`config.mk`:
```
export PLATFORM = sky130hd
export DESIGN_NAME = irq_delivery_ctrl
export DESIGN_NICKNAME = d
export VERILOG_FILES = /design/src/rtl/irq_pkg.sv /design/src/rtl/irq_pend_latch.sv /design/src/rtl/irq_arbiter.sv /design/src/rtl/irq_out_regs.sv /design/src/rtl/irq_delivery_ctrl.sv
export SDC_FILE = /design/constraint.sdc
export NUM_CORES = 1
export LEC_CHECK = 0
export BUFFER_PORTS_ARGS = -buffer_cell sky130_fd_sc_hd__buf_2
export CAP_MARGIN = 40
export CORE_MARGIN = 2
export CORE_UTILIZATION = 46
export CTS_CLUSTER_DIAMETER = 60
export CTS_CLUSTER_SIZE = 28
export DETAILED_ROUTE_END_ITERATION = 8
export PLACE_DENSITY = 0.86
export SETUP_SLACK_MARGIN = 0.5
export SLEW_MARGIN = 10
export SYNTH_ARGS = -nofsm -noshare
export SYNTH_HDL_FRONTEND = slang
export SYNTH_SLANG_ARGS = --single-unit
```
`constraint.sdc`:
```
create_clock -name clk -period 1.7 [get_ports clk]
set_input_delay 0.34 -clock clk [delete_from_list [all_inputs] [get_ports clk]]
set_output_delay 0.34 -clock clk [all_outputs]
set_load 0.02 [all_outputs]
```
`src/rtl/irq_pkg.sv`:
```
package irq_pkg;
  parameter int IRQ_W = 6;

  typedef enum logic [2:0] {
    SRV_NONE,
    SRV_RST,
    SRV_NMI,
    SRV_EOI,
    SRV_LVL
  } srv_e;
endpackage

```
`src/rtl/irq_pend_latch.sv`:
```
module irq_pend_latch #(
  parameter int IP_W = irq_pkg::IRQ_W
) (
  input  logic            clk,
  input  logic            rst,
  input  logic            rst_evt,
  input  logic            nmi_evt,
  input  logic            lvl_evt,
  input  logic [IP_W-1:0] lvl_val,
  input  logic            clr_rst,
  input  logic            clr_nmi,
  input  logic            clr_eoi,
  input  logic            clr_lvl,
  output logic            pend_rst,
  output logic            pend_nmi,
  output logic            pend_eoi,
  output logic [IP_W-1:0] pend_lvl
);
  localparam logic [IP_W-1:0] LVL_ZERO = '0;

  // Clears come first; a same-edge event overrides them (later NBA wins).
  always_ff @(posedge clk) begin
    if (rst) begin
      pend_rst <= 1'b0;
      pend_nmi <= 1'b0;
      pend_eoi <= 1'b0;
      pend_lvl <= LVL_ZERO;
    end else begin
      if (clr_rst) pend_rst <= 1'b0;
      if (clr_nmi) pend_nmi <= 1'b0;
      if (clr_eoi) pend_eoi <= 1'b0;
      if (clr_lvl) pend_lvl <= LVL_ZERO;
      if (rst_evt) pend_rst <= 1'b1;
      if (nmi_evt) pend_nmi <= 1'b1;
      if (lvl_evt) begin
        if (lvl_val == LVL_ZERO) begin
          pend_eoi <= 1'b1;
          pend_lvl <= LVL_ZERO;
        end else begin
          pend_eoi <= 1'b0;
          pend_lvl <= lvl_val;
        end
      end
    end
  end
endmodule

```
`src/rtl/irq_arbiter.sv`:
```
module irq_arbiter #(
  parameter int IP_W = irq_pkg::IRQ_W
) (
  input  logic            eval_en,
  input  logic            pend_rst,
  input  logic            pend_nmi,
  input  logic            pend_eoi,
  input  logic [IP_W-1:0] pend_lvl,
  input  logic            sr_ie,
  input  logic [IP_W-1:0] sr_mask,
  output irq_pkg::srv_e   srv,
  output logic            lvl_take,
  output logic            clr_rst,
  output logic            clr_nmi,
  output logic            clr_eoi,
  output logic            clr_lvl
);
  import irq_pkg::*;

  function automatic logic lvl_allowed(input logic ie,
                                       input logic [IP_W-1:0] mask,
                                       input logic [IP_W-1:0] lvl);
    return ie && ((lvl & mask) != '0);
  endfunction

  always_comb begin
    srv = SRV_NONE;
    if (eval_en) begin
      if (pend_rst)            srv = SRV_RST;
      else if (pend_nmi)       srv = SRV_NMI;
      else if (pend_eoi)       srv = SRV_EOI;
      else if (pend_lvl != '0) srv = SRV_LVL;
    end
  end

  assign lvl_take = (srv == SRV_LVL) && lvl_allowed(sr_ie, sr_mask, pend_lvl);
  assign clr_rst  = (srv == SRV_RST);
  assign clr_nmi  = (srv == SRV_NMI);
  assign clr_eoi  = (srv == SRV_EOI);
  assign clr_lvl  = lvl_take;
endmodule

```
`src/rtl/irq_out_regs.sv`:
```
module irq_out_regs #(
  parameter int IP_W = irq_pkg::IRQ_W
) (
  input  logic            clk,
  input  logic            rst,
  input  irq_pkg::srv_e   srv,
  input  logic            lvl_take,
  input  logic [IP_W-1:0] pend_lvl,
  output logic            nmi_rst_exc,
  output logic            int_exc,
  output logic [IP_W-1:0] cause_ip
);
  import irq_pkg::*;

  always_ff @(posedge clk) begin
    if (rst) begin
      nmi_rst_exc <= 1'b0;
      int_exc     <= 1'b0;
      cause_ip    <= '0;
    end else begin
      nmi_rst_exc <= (srv == SRV_RST) || (srv == SRV_NMI);
      int_exc     <= lvl_take;
      if (srv == SRV_EOI)      cause_ip <= '0;
      else if (srv == SRV_LVL) cause_ip <= pend_lvl;
    end
  end
endmodule

```
`src/rtl/irq_delivery_ctrl.sv`:
```
module irq_delivery_ctrl #(
  parameter int IP_W = irq_pkg::IRQ_W
) (
  input  logic            clk,
  input  logic            rst,
  input  logic            rst_req_i,
  input  logic            nmi_req_i,
  input  logic            lvl_evt_i,
  input  logic [IP_W-1:0] lvl_val_i,
  input  logic            insn_boundary_i,
  input  logic            sr_ie_i,
  input  logic [IP_W-1:0] sr_mask_i,
  output logic            nmi_rst_exc_o,
  output logic            int_exc_o,
  output logic [IP_W-1:0] cause_ip_o
);
  import irq_pkg::*;

  logic            pend_rst_q, pend_nmi_q, pend_eoi_q;
  logic [IP_W-1:0] pend_lvl_q;
  srv_e            srv_sel;
  logic            lvl_take;
  logic            clr_rst, clr_nmi, clr_eoi, clr_lvl;

  irq_pend_latch #(.IP_W(IP_W)) i_pend (
    .clk(clk), .rst(rst),
    .rst_evt(rst_req_i), .nmi_evt(nmi_req_i),
    .lvl_evt(lvl_evt_i), .lvl_val(lvl_val_i),
    .clr_rst(clr_rst), .clr_nmi(clr_nmi), .clr_eoi(clr_eoi), .clr_lvl(clr_lvl),
    .pend_rst(pend_rst_q), .pend_nmi(pend_nmi_q),
    .pend_eoi(pend_eoi_q), .pend_lvl(pend_lvl_q)
  );

  irq_arbiter #(.IP_W(IP_W)) i_arb (
    .eval_en(insn_boundary_i),
    .pend_rst(pend_rst_q), .pend_nmi(pend_nmi_q),
    .pend_eoi(pend_eoi_q), .pend_lvl(pend_lvl_q),
    .sr_ie(sr_ie_i), .sr_mask(sr_mask_i),
    .srv(srv_sel), .lvl_take(lvl_take),
    .clr_rst(clr_rst), .clr_nmi(clr_nmi), .clr_eoi(clr_eoi), .clr_lvl(clr_lvl)
  );

  irq_out_regs #(.IP_W(IP_W)) i_out (
    .clk(clk), .rst(rst),
    .srv(srv_sel), .lvl_take(lvl_take), .pend_lvl(pend_lvl_q),
    .nmi_rst_exc(nmi_rst_exc_o), .int_exc(int_exc_o), .cause_ip(cause_ip_o)
  );
endmodule

```
==> results.tsv, run 1 <==
metric	value	unit
diodes	0	
synth_area_leaders	dfxtp_1, mux2i_1, or3b_2, nor2_1, o22ai_1	
worstPathArrival	1.70	ns
die_h	43.3	um
wire_per_inst	15.0	um
slowest_stage	or4b_4	
routed-via-count	681	
core_area	1470	um2
ys_ff_latch	17	
routabilityCongestion	0.745	
io_pins	27	
antenna_found_initial	0	
grt_pass1_wl	2.77	mm
nFillCells	127	
grt_pass1_vias	661	
yosysSeqAreaShare	47.9	%
finClkSkew	0.00227	ns
yosysTopAreaCellShare	47.9	%
cp-startpoint	i_pend.pend_rst$_SDFFE_PP0P_	
critical_path_class	reg -> reg	
ant_nets	0	
htreeDepth	1	
final_cell_mix	buf_2, dfxtp_1, nor2_1	
yosysUniqueCellTypes	21	
critPathBufInv	0	
start_kind	register	
grt_start_max_net_pins	19	
p_total	0.787	mW
grtUsageTotal	20.7	%
crit_path_end_kind	register	
rsz0062_at_grt	true	
status	finished clean	
whs	0.249	ns
min_period	1.53	ns
cts_sinks	17	
power_density	809	nW/um2
num_rows	14	
cts_root_buf	clkbuf_4	
overflow	0	
syn_area	711	um2
ctsHoldBuffers	0	
nets	127	
crit_end	i_pend.pend_lvl[5]$_SDFFE_PP0P_	
setup_violations	0	
cts_tree	built	
avgSynthCellArea	9.35	um2
drt_wl_total	1.85	mm
initialDrtViolationCount	25	
dpl.hpwl	1.15	mm
final_max_slew_viol_count	0	
initial_core_util	48.3	%
via_per_inst	5.54	
cap_violations	0	
cellLeakagePower	0.430	nW
drc	0	
peakVddDrop	451	uV
cts-buffers-inserted	3	
worstSkewPairLatency	0.29	ns
max_freq	653	MHz
crit_cells	4	
critPathMaxFanout	7	
hold_violations	0	
crit_family	simple AND/OR/NAND/NOR gates	
final_util	66.2	%
area_delta_synth_final	37.0	%
clock_path_buffers	2	
dieArea	1880	um2
setup_tns	0	ns
io_buffers	26	
cp.required	1.87	ns
synthCells	76	
syn_nets	95	
dp.cells	116	
stdcell_count	123	
r2r-start	i_pend.pend_rst$_SDFFE_PP0P_	
r2r_end	i_pend.pend_lvl[5]$_SDFFE_PP0P_	
worst_r2r_path_depth	4	
finalCritPeriodShare	90.1	%
final_common_cell	buf_2	
r2r_setup_slack	0.17	ns
synth_top_area_cell	dfxtp_1	
worstHoldPathType	in -> reg	
final_layout_size_suffix_gt1_share	50.5	%
dieWidth	43.3	um
clk_pin_slew	0.10	ns
tightest_slew	0.332	ns
max_stage_delay	0.54	ns
first_pass_iters	4	
slew_headroom	77.7	%
cp_cell_sequence	or4b_4 > a21oi_4 > and3_4 > o22ai_1	
yosys_warnings	0	
-- sequential cells by signal, summed over array words and instances (netlist names) --
name	cells
i_out.cause_ip	6
i_pend.pend_rst	1
i_pend.pend_lvl	6
i_pend.pend_eoi	1
i_pend.pend_nmi	1
i_out.nmi_rst_exc	1
i_out.int_exc	1
-- worst min-delay path, stage by stage --
cell and delay [ns]:
buf_2 0.08, a21oi_1 0.03, nor2_1 0.06
-- final cells by class --
cell class                 count  area (um2)  share of cell area (%)
timing repair buffer          31         175                    18.0
clock buffer                   3        22.5                    2.31
tap                           16        20.0                    2.06
clock inverter                 1        5.00                   0.514
inverter                       1        3.75                   0.386
sequential                    17         343                    35.2
multi-input combinational     54         404                    41.5
-- power breakdown --
part	switching [mW]	internal (mW)
registers	0.0144	0.416
clock network	0.130	0.0875
logic	0.0690	0.0703
-- cells by family after synthesis --
kind of cell,count (synthesis),synth area share (%)
flip-flops,17,47.9
buffers and inverters,5,3.17
AO/OA/AOI/OAI,14,13.9
AND/OR/NAND/NOR,34,26.6
multiplexers,6,8.45
-- synthesized netlist by cell type --
library cell / count
a21o_1: 1
a21oi_1: 2
a21oi_4: 1
a22oi_1: 3
and2b_1: 1
and3_1: 1
buf_4: 1
clkbuf_1: 3
dfxtp_1: 17
inv_1: 1
mux2i_1: 6
nand2_1: 6
nand2b_1: 2
nand3_1: 2
nor2_1: 11
nor3_1: 2
nor4_1: 2
o21ai_1: 1
o22ai_1: 6
or3b_2: 6
or4b_4: 1
-- per-stage QoR --
stage	area, um2	setup WS, ns
6_report	973	0.169
4_1_cts	911	0.170
3_5_place_dp	858	0.105
3_3_place_gp	858	0.157
2_1_floorplan	716	0.121
5_1_grt	973	0.120
-- metal layers --
metal	track usage, %	share of wire (%)
met1	22.7	39
met2	34.0	51
met3	5.11	4.2
met4	15.8	5.6
met5	0	0
-- how the worst min path moves through the flow --
stage	start	endpoint	slack (ns)	cells past startpoint
final	rst_req_i	i_pend.pend_rst$_SDFFE_PP0P_	0.25	3
after global routing	rst_req_i	i_pend.pend_rst$_SDFFE_PP0P_	0.26	3
after CTS	rst_req_i	i_pend.pend_rst$_SDFFE_PP0P_	0.26	3
after detailed placement	i_out.cause_ip[1]$_SDFFE_PP0N_	i_out.cause_ip[1]$_SDFFE_PP0N_	0.48	2
after global placement	i_out.cause_ip[1]$_SDFFE_PP0N_	i_out.cause_ip[1]$_SDFFE_PP0N_	0.47	2
after floorplan	i_pend.pend_eoi$_SDFFE_PP0P_	i_pend.pend_eoi$_SDFFE_PP0P_	0.46	2
-- what timing repair did --
item	in CTS	in global routing
gates resized for setup	4	11
cloned	0	0
setup endpoints to repair	13	14
pin swaps	1	6
buffers inserted	2	1
Power figures use the tool's default switching activity.
==> run 2: changes to the inputs <==
--- a/config.mk
+++ b/config.mk
@@ -5,14 +5,15 @@
 export SDC_FILE = /design/constraint.sdc
 export NUM_CORES = 1
 export LEC_CHECK = 0
+export ABC_AREA = 1
 export BUFFER_PORTS_ARGS = -buffer_cell sky130_fd_sc_hd__buf_2
 export CAP_MARGIN = 40
 export CORE_MARGIN = 2
-export CORE_UTILIZATION = 46
+export CORE_UTILIZATION = 25
 export CTS_CLUSTER_DIAMETER = 60
 export CTS_CLUSTER_SIZE = 28
 export DETAILED_ROUTE_END_ITERATION = 8
-export PLACE_DENSITY = 0.86
+export PLACE_DENSITY = 0.56
 export SETUP_SLACK_MARGIN = 0.5
 export SLEW_MARGIN = 10
 export SYNTH_ARGS = -nofsm -noshare
==> run 2 against run 1 <==
Setup slack improved by 0.40 ns; global-route usage decreased by 10 points; power increased by 0.54%; critical path type is now reg -> out; clock skew increased by 0.0020 ns; synthesized area increased by 6.7%; combinational power increased by 4%; final cell count increased by 38%; sequential power increased by 3%; non-clock buffer count decreased by 5.
==> results.tsv, run 2 <==
metric	value	unit	change
status	finished clean		unchanged
cellLeakagePower	0.490	nW	was 0.430 nW
synth_top_area_cell	dfxtp_1		unchanged
clock_path_buffers	2		unchanged
drc	0		unchanged
slew_headroom	74.9	%	was 77.7%
grtUsageTotal	10.5	%	was 20.7%
dp.cells	166		was 116
initialDrtViolationCount	16		was 25
cts_root_buf	clkbuf_4		unchanged
top_regs	i_out.cause_ip x6, i_pend.pend_lvl x6		unchanged
max_stage_delay	0.34	ns	was 0.54 ns
syn_area	758	um2	was 711 um2
netSwitchingFraction	27.8	%	was 27.2%
core_area	2830	um2	was 1470 um2
dieArea	3490	um2	was 1880 um2
cts_sinks	17		unchanged
worst_r2r_path_depth	8		was 4
pwr-share-comb	18.2	%	was 17.7%
yosysUniqueCellTypes	14		was 21
dpl.hpwl	1.29	mm	was 1.15 mm
ctsHoldBuffers	0		unchanged
synth_commonest_cells	nor2_1, nand2_1, dfxtp_1		was dfxtp_1, nor2_1
slowest_stage	dfxtp_1		was or4b_4
final_layout_size_suffix_gt1_share	29.5	%	was 50.5%
yosys_warnings	0		unchanged
final_cell_mix	nor2_1, buf_2, nand2_1, dfxtp_1, inv_1		was buf_2, dfxtp_1, nor2_1
synthArstFlopShare	0	%	unchanged
yosysSeqAreaShare	44.9	%	was 47.9%
io_buffers	26		unchanged
dieWidth	59.1	um	was 43.3 um
yosys_most_used_dff	dfxtp_1		unchanged
start_kind	register		unchanged
clk_pin_slew	0.09	ns	was 0.10 ns
htreeDepth	1		unchanged
drt_wl_total	1.60	mm	was 1.85 mm
nets	159		was 127
setup_tns	0	ns	unchanged
crit_family	flip-flops		was simple AND/OR/NAND/NOR gates
synth_most_common_cell	nor2_1		was dfxtp_1
grt_pass1_vias	660		was 661
power.switching	0.220	mW	was 0.214 mW
cts_tree	built		unchanged
num_rows	19		was 14
holdPathStages	3		unchanged
overflow	0		unchanged
critPathBufInv	1		was 0
antenna_found_initial	0		unchanged
cp.required	1.36	ns	was 1.87 ns
yosysTopAreaCellShare	44.9	%	was 47.9%
die_h	59.1	um	was 43.3 um
synth_edf_count	0		unchanged
io_pins	27		unchanged
ant_nets	0		unchanged
final_util	33.5	%	was 66.2%
avgSynthCellArea	6.89	um2	was 9.35 um2
finalCritPeriodShare	66.4	%	was 90.1%
max_freq	886	MHz	was 653 MHz
cp_cell_sequence	buf_2		was or4b_4 > a21oi_4 > and3_4 > o22ai_1
routabilityCongestion	0.782		was 0.745
nFillCells	313		was 127
critical_path_class	reg -> out		was reg -> reg
power_density	834	nW/um2	was 809 nW/um2
min_period	1.13	ns	was 1.53 ns
crit_path_end_kind	output pin		was register
grt_pass1_wl	2.70	mm	was 2.77 mm
worstHoldPathType	in -> reg		unchanged
cap_violations	0		unchanged
seqPwrFrac	55.8	%	was 54.6%
wire_per_inst	9.41	um	was 15.0 um
setup_violations	0		unchanged
stdcell_count	170		was 123
p_int	0.571	mW	was 0.573 mW
hold_violations	0		unchanged
tightest_slew	0.376	ns	was 0.332 ns
worstPathArrival	0.79	ns	was 1.70 ns
rsz0062_at_grt	true		unchanged
ys_ff_latch	17		unchanged
crit_cells	1		was 4
final_max_slew_viol_count	0		unchanged
cts-buffers-inserted	3		unchanged
via_per_inst	4.31		was 5.54
worstSkewPairLatency	0.28	ns	was 0.29 ns
critPathMaxFanout	2		was 7
final_common_cell	nor2_1		was buf_2
area_delta_synth_final	25.1	%	was 37.0%
routed-via-count	732		was 681
peakVddDrop	223	uV	was 451 uV
diodes	0		unchanged
synthCells	110		was 76
synth_area_leaders	dfxtp_1, nor2_1, nand2_1, nand3_1, inv_1		was dfxtp_1, mux2i_1, or3b_2, nor2_1, o22ai_1
syn_nets	129		was 95
grt_start_max_net_pins	12		was 19
clock_power_share	26.0	%	was 27.7%
first_pass_iters	4		unchanged
finClkSkew	0.00426	ns	was 0.00227 ns
initial_core_util	26.8	%	was 48.3%
## run 2: timing repair
action / CTS / global route
resized for setup: 0 / 5
setup endpoints to repair: 0 / 11
buffers inserted: 0 / 0
## run 2: kinds of logic after synthesis
| kind of cell | after synthesis | share of synthesized area (%) |
|---|---|---|
| simple gates | 69 | 40.8 |
| flops | 17 | 44.9 |
| compound gates | 9 | 5.94 |
| buf+inv | 15 | 8.42 |
## run 2: metal layers
layer | vias up | part of all wire (%) | global-route usage, %
met5 | - | 0 | 0
met2 | 19 | 43 | 14.4
met4 | 0 | 1.7 | 8.44
met1 | 317 | 51 | 14.4
met3 | 2 | 4.3 | 1.31
li1 | 394 | - | -
## run 2: per-stage QoR
| stage | hold WS (ns) | instance area (um2) | total power, mW | setup WS [ns] |
|---|---|---|---|---|
| after floorplan | 0.450 | 758 | 0.544 | 0.706 |
| after global placement | 0.464 | 916 | 0.593 | 0.527 |
| after detailed placement | 0.471 | 916 | 0.596 | 0.493 |
| after CTS | 0.250 | 942 | 0.806 | 0.543 |
| after global routing | 0.269 | 948 | 0.852 | 0.485 |
| final | 0.263 | 948 | 0.791 | 0.571 |
## run 2: worst paths after layout
path / startpoint / end / slack [ns]
max: i_out.cause_ip[5]$_SDFFE_PP0N_ / cause_ip_o[5] / 0.57
min: lvl_val_i[1] / i_pend.pend_lvl[1]$_SDFFE_PP0P_ / 0.26
max reg2reg: i_pend.pend_rst$_SDFFE_PP0P_ / i_pend.pend_lvl[0]$_SDFFE_PP0P_ / 0.61
min reg2reg: i_out.cause_ip[4]$_SDFFE_PP0N_ / i_out.cause_ip[4]$_SDFFE_PP0N_ / 0.49
## run 2: power by group through the flow
stage	Sequential (mW)	Clock (mW)	Combinational (mW)
after global placement	0.449	0	0.144
after global routing	0.446	0.240	0.166
after CTS	0.441	0.220	0.145
final	0.441	0.206	0.144
after detailed placement	0.450	0	0.145
after floorplan	0.463	0	0.0806
## run 2: area by class of cell
class / count / area (um2) / share of cell area [%]
timing repair buffer: 26 / 130 / 13.7
tap: 31 / 38.8 / 4.09
multi-input combinational: 78 / 357 / 37.6
clock buffer: 4 / 26.3 / 2.77
sequential: 17 / 344 / 36.3
inverter: 14 / 52.6 / 5.54
==> run 3: changes to the inputs <==
--- a/config.mk
+++ b/config.mk
@@ -13,7 +13,7 @@
 export CTS_CLUSTER_DIAMETER = 60
 export CTS_CLUSTER_SIZE = 28
 export DETAILED_ROUTE_END_ITERATION = 8
-export PLACE_DENSITY = 0.56
+export PLACE_DENSITY = 0.57
 export SETUP_SLACK_MARGIN = 0.5
 export SLEW_MARGIN = 10
 export SYNTH_ARGS = -nofsm -noshare
==> constraint.sdc (replaced) <==
create_clock -name clk -period 1 [get_ports clk]
set_input_delay 0.2 -clock clk [delete_from_list [all_inputs] [get_ports clk]]
set_output_delay 0.2 -clock clk [all_outputs]
set_load 0.02 [all_outputs]
==> run 3 against run 2 <==
Core utilization is 7.9 points higher; first-iteration DRC count is 38% higher; the flow now finishes with violations (setup timing); largest power group unchanged; combinational power is 130% higher.
==> results.tsv, run 3 (synthesis gave the netlist of run 2 again) <==
metric	value	unit	change
finalCritPeriodShare	107	%	
violations	setup timing		
ant_nets	0		unchanged
multiInputGateArea	395	um2	was 357 um2
power_density	1230	nW/um2	was 834 nW/um2
cts_tree	built		unchanged
final_max_slew_viol_count	0		unchanged
antenna_found_initial	0		unchanged
top_regs	i_out.cause_ip x6, i_pend.pend_lvl x6		unchanged
cts_sinks	17		unchanged
via_per_inst	4.28		was 4.31
peakVddDrop	368	uV	was 223 uV
crit_family	simple AND/OR/NAND/NOR gates		was flip-flops
setup_violations	13		was 0
crit_cells	8		was 1
routed-via-count	784		was 732
r2r-start	i_pend.pend_nmi$_SDFFE_PP0P_		was i_pend.pend_rst$_SDFFE_PP0P_
cts_root_buf	clkbuf_4		unchanged
routabilityCongestion	0.769		was 0.782
p_total	1.44	mW	was 0.791 mW
crit_path_end_kind	register		was output pin
grt_pass1_vias	669		was 660
final_common_cell	nor2_1		unchanged
seqCellArea	382	um2	was 344 um2
wire_per_inst	9.14	um	was 9.41 um
initial_core_util	26.8	%	unchanged
dpl_worst_slack	-0.163	ns	was 0.493 ns
finClkSkew	0.00173	ns	was 0.00426 ns
slew_headroom	83.7	%	was 74.9%
rsz0062_at_grt	true		unchanged
hold_violations	0		unchanged
final_cell_mix	nor2_1, nand2_1, buf_2, buf_4		was nor2_1, buf_2, nand2_1, dfxtp_1, inv_1
critPathBufInv	1		unchanged
nets	172		was 159
critical_path_class	reg -> reg		was reg -> out
cap_violations	0		unchanged
critPathMaxFanout	8		was 2
max_freq	931	MHz	
drc	0		unchanged
die_h	59.1	um	unchanged
diodes	0		unchanged
drt_wl_total	1.67	mm	was 1.60 mm
area_delta_synth_final	54.6	%	was 25.1%
crit_end	i_pend.pend_lvl[5]$_SDFFE_PP0P_		was cause_ip_o[5]
slowest_stage	dfxtp_2		was dfxtp_1
overflow	0		unchanged
worstPathArrival	1.26	ns	was 0.79 ns
cp_cell_sequence	inv_2 > nand2_2 > nor2_4 > nand2_4 > nor2_4 > nand2_4 > nand3_1 > nand2_1		was buf_2
grt_pass1_wl	2.72	mm	was 2.70 mm
initialDrtViolationCount	22		was 16
cts-buffers-inserted	3		unchanged
start_kind	register		unchanged
num_rows	19		unchanged
cp.required	1.18	ns	was 1.36 ns
min_period	1.07	ns	
r2r_setup_slack	-0.07	ns	was 0.61 ns
worst_slack	-0.0743	ns	was 0.571 ns
io_buffers	26		unchanged
max_stage_delay	0.34	ns	about the same
final_layout_size_suffix_gt1_share	50.7	%	was 29.5%
cellLeakagePower	0.580	nW	was 0.490 nW
tightest_slew	0.242	ns	was 0.376 ns
grt_start_max_net_pins	10		was 12
status	complete, but fails checks		was finished clean
clk_pin_slew	0.10	ns	was 0.09 ns
r2r_end	i_pend.pend_lvl[5]$_SDFFE_PP0P_		was i_pend.pend_lvl[0]$_SDFFE_PP0P_
io_pins	27		unchanged
worstSkewPairLatency	0.28	ns	about the same
dpl.hpwl	1.33	mm	was 1.29 mm
grtUsageTotal	10.3	%	was 10.5%
dieWidth	59.1	um	unchanged
first_pass_iters	5		was 4
worstHoldPathType	in -> reg		unchanged
htreeDepth	1		unchanged
worst_r2r_path_depth	8		unchanged
cp-startpoint	i_pend.pend_nmi$_SDFFE_PP0P_		was i_out.cause_ip[5]$_SDFFE_PP0N_
nFillCells	300		was 313
dieArea	3490	um2	unchanged
core_area	2830	um2	unchanged
clock_path_buffers	2		unchanged
==> run 3: layout make-up <==
class                           instances  share of cell area (%)
Clock buffer                            4                    2.24
Inverter                               14                    4.48
Multi-Input combinational cell         78                    33.7
Timing Repair Buffer                   39                    23.7
Sequential cell                        17                    32.6
Tap cell                               31                    3.31
==> run 3: worst min-delay path, delay by kind of cell <==
family / cells / cell delay, ns
buffers and inverters: 1 / 0.07
and+or+nand+nor: 1 / 0.07
AOI/OAI and AO/OA: 1 / 0.03
==> run 3: metal layers <==
metal / up-vias / share of wire [%] / track usage (%)
met5: - / 0 / 0
met4: 0 / 0 / 5.84
met3: 0 / 4.2 / 1.53
met2: 21 / 47 / 15.7
met1: 337 / 48 / 13.8
li1: 426 / - / -
==> run 3: worst min path at each step <==
stage / cells after the start / from / endpoint / slack (ns)
6_report: 3 / nmi_req_i / i_pend.pend_nmi$_SDFFE_PP0P_ / 0.12
3_5_place_dp: 3 / lvl_val_i[5] / i_pend.pend_lvl[5]$_SDFFE_PP0P_ / 0.42
4_1_cts: 3 / lvl_val_i[5] / i_pend.pend_lvl[5]$_SDFFE_PP0P_ / 0.11
3_3_place_gp: 3 / rst_req_i / i_pend.pend_rst$_SDFFE_PP0P_ / 0.41
5_1_grt: 3 / rst_req_i / i_pend.pend_rst$_SDFFE_PP0P_ / 0.13
2_1_floorplan: 2 / lvl_val_i[0] / i_pend.pend_lvl[0]$_SDFFE_PP0P_ / 0.31
==> run 3: timing repair <==
action / in CTS / in global routing
resized for setup: 28 / 10
pin swaps: 3 / 2
hold buffers: 0 / 0
endpoints found under the setup margin: 25 / 25
buffers inserted: 1 / 4
==> run 3: per-stage QoR <==
stage               cell area [um2]  std cells  utilization [%]  hold slack, ns  TNS, ns
floorplan                       791        110                -           0.310        0
global placement               1010        174             35.6           0.408   -0.896
CTS                            1120        179             39.5           0.111   -0.585
finish                         1170        183             41.4           0.122   -0.485
global route                   1170        183             41.4           0.129    -1.85
detailed placement             1010        174             35.6           0.415    -1.53
==> run 3: where the power goes <==
group | leakage [nW] | total [mW] | switching, mW | internal (mW)
combinational | 0.417 | 0.330 | 0.170 | 0.161
clock | 0.0150 | 0.360 | 0.205 | 0.155
sequential | 0.148 | 0.751 | 0.0340 | 0.717
total | 0.580 | 1.44 | 0.409 | 1.03
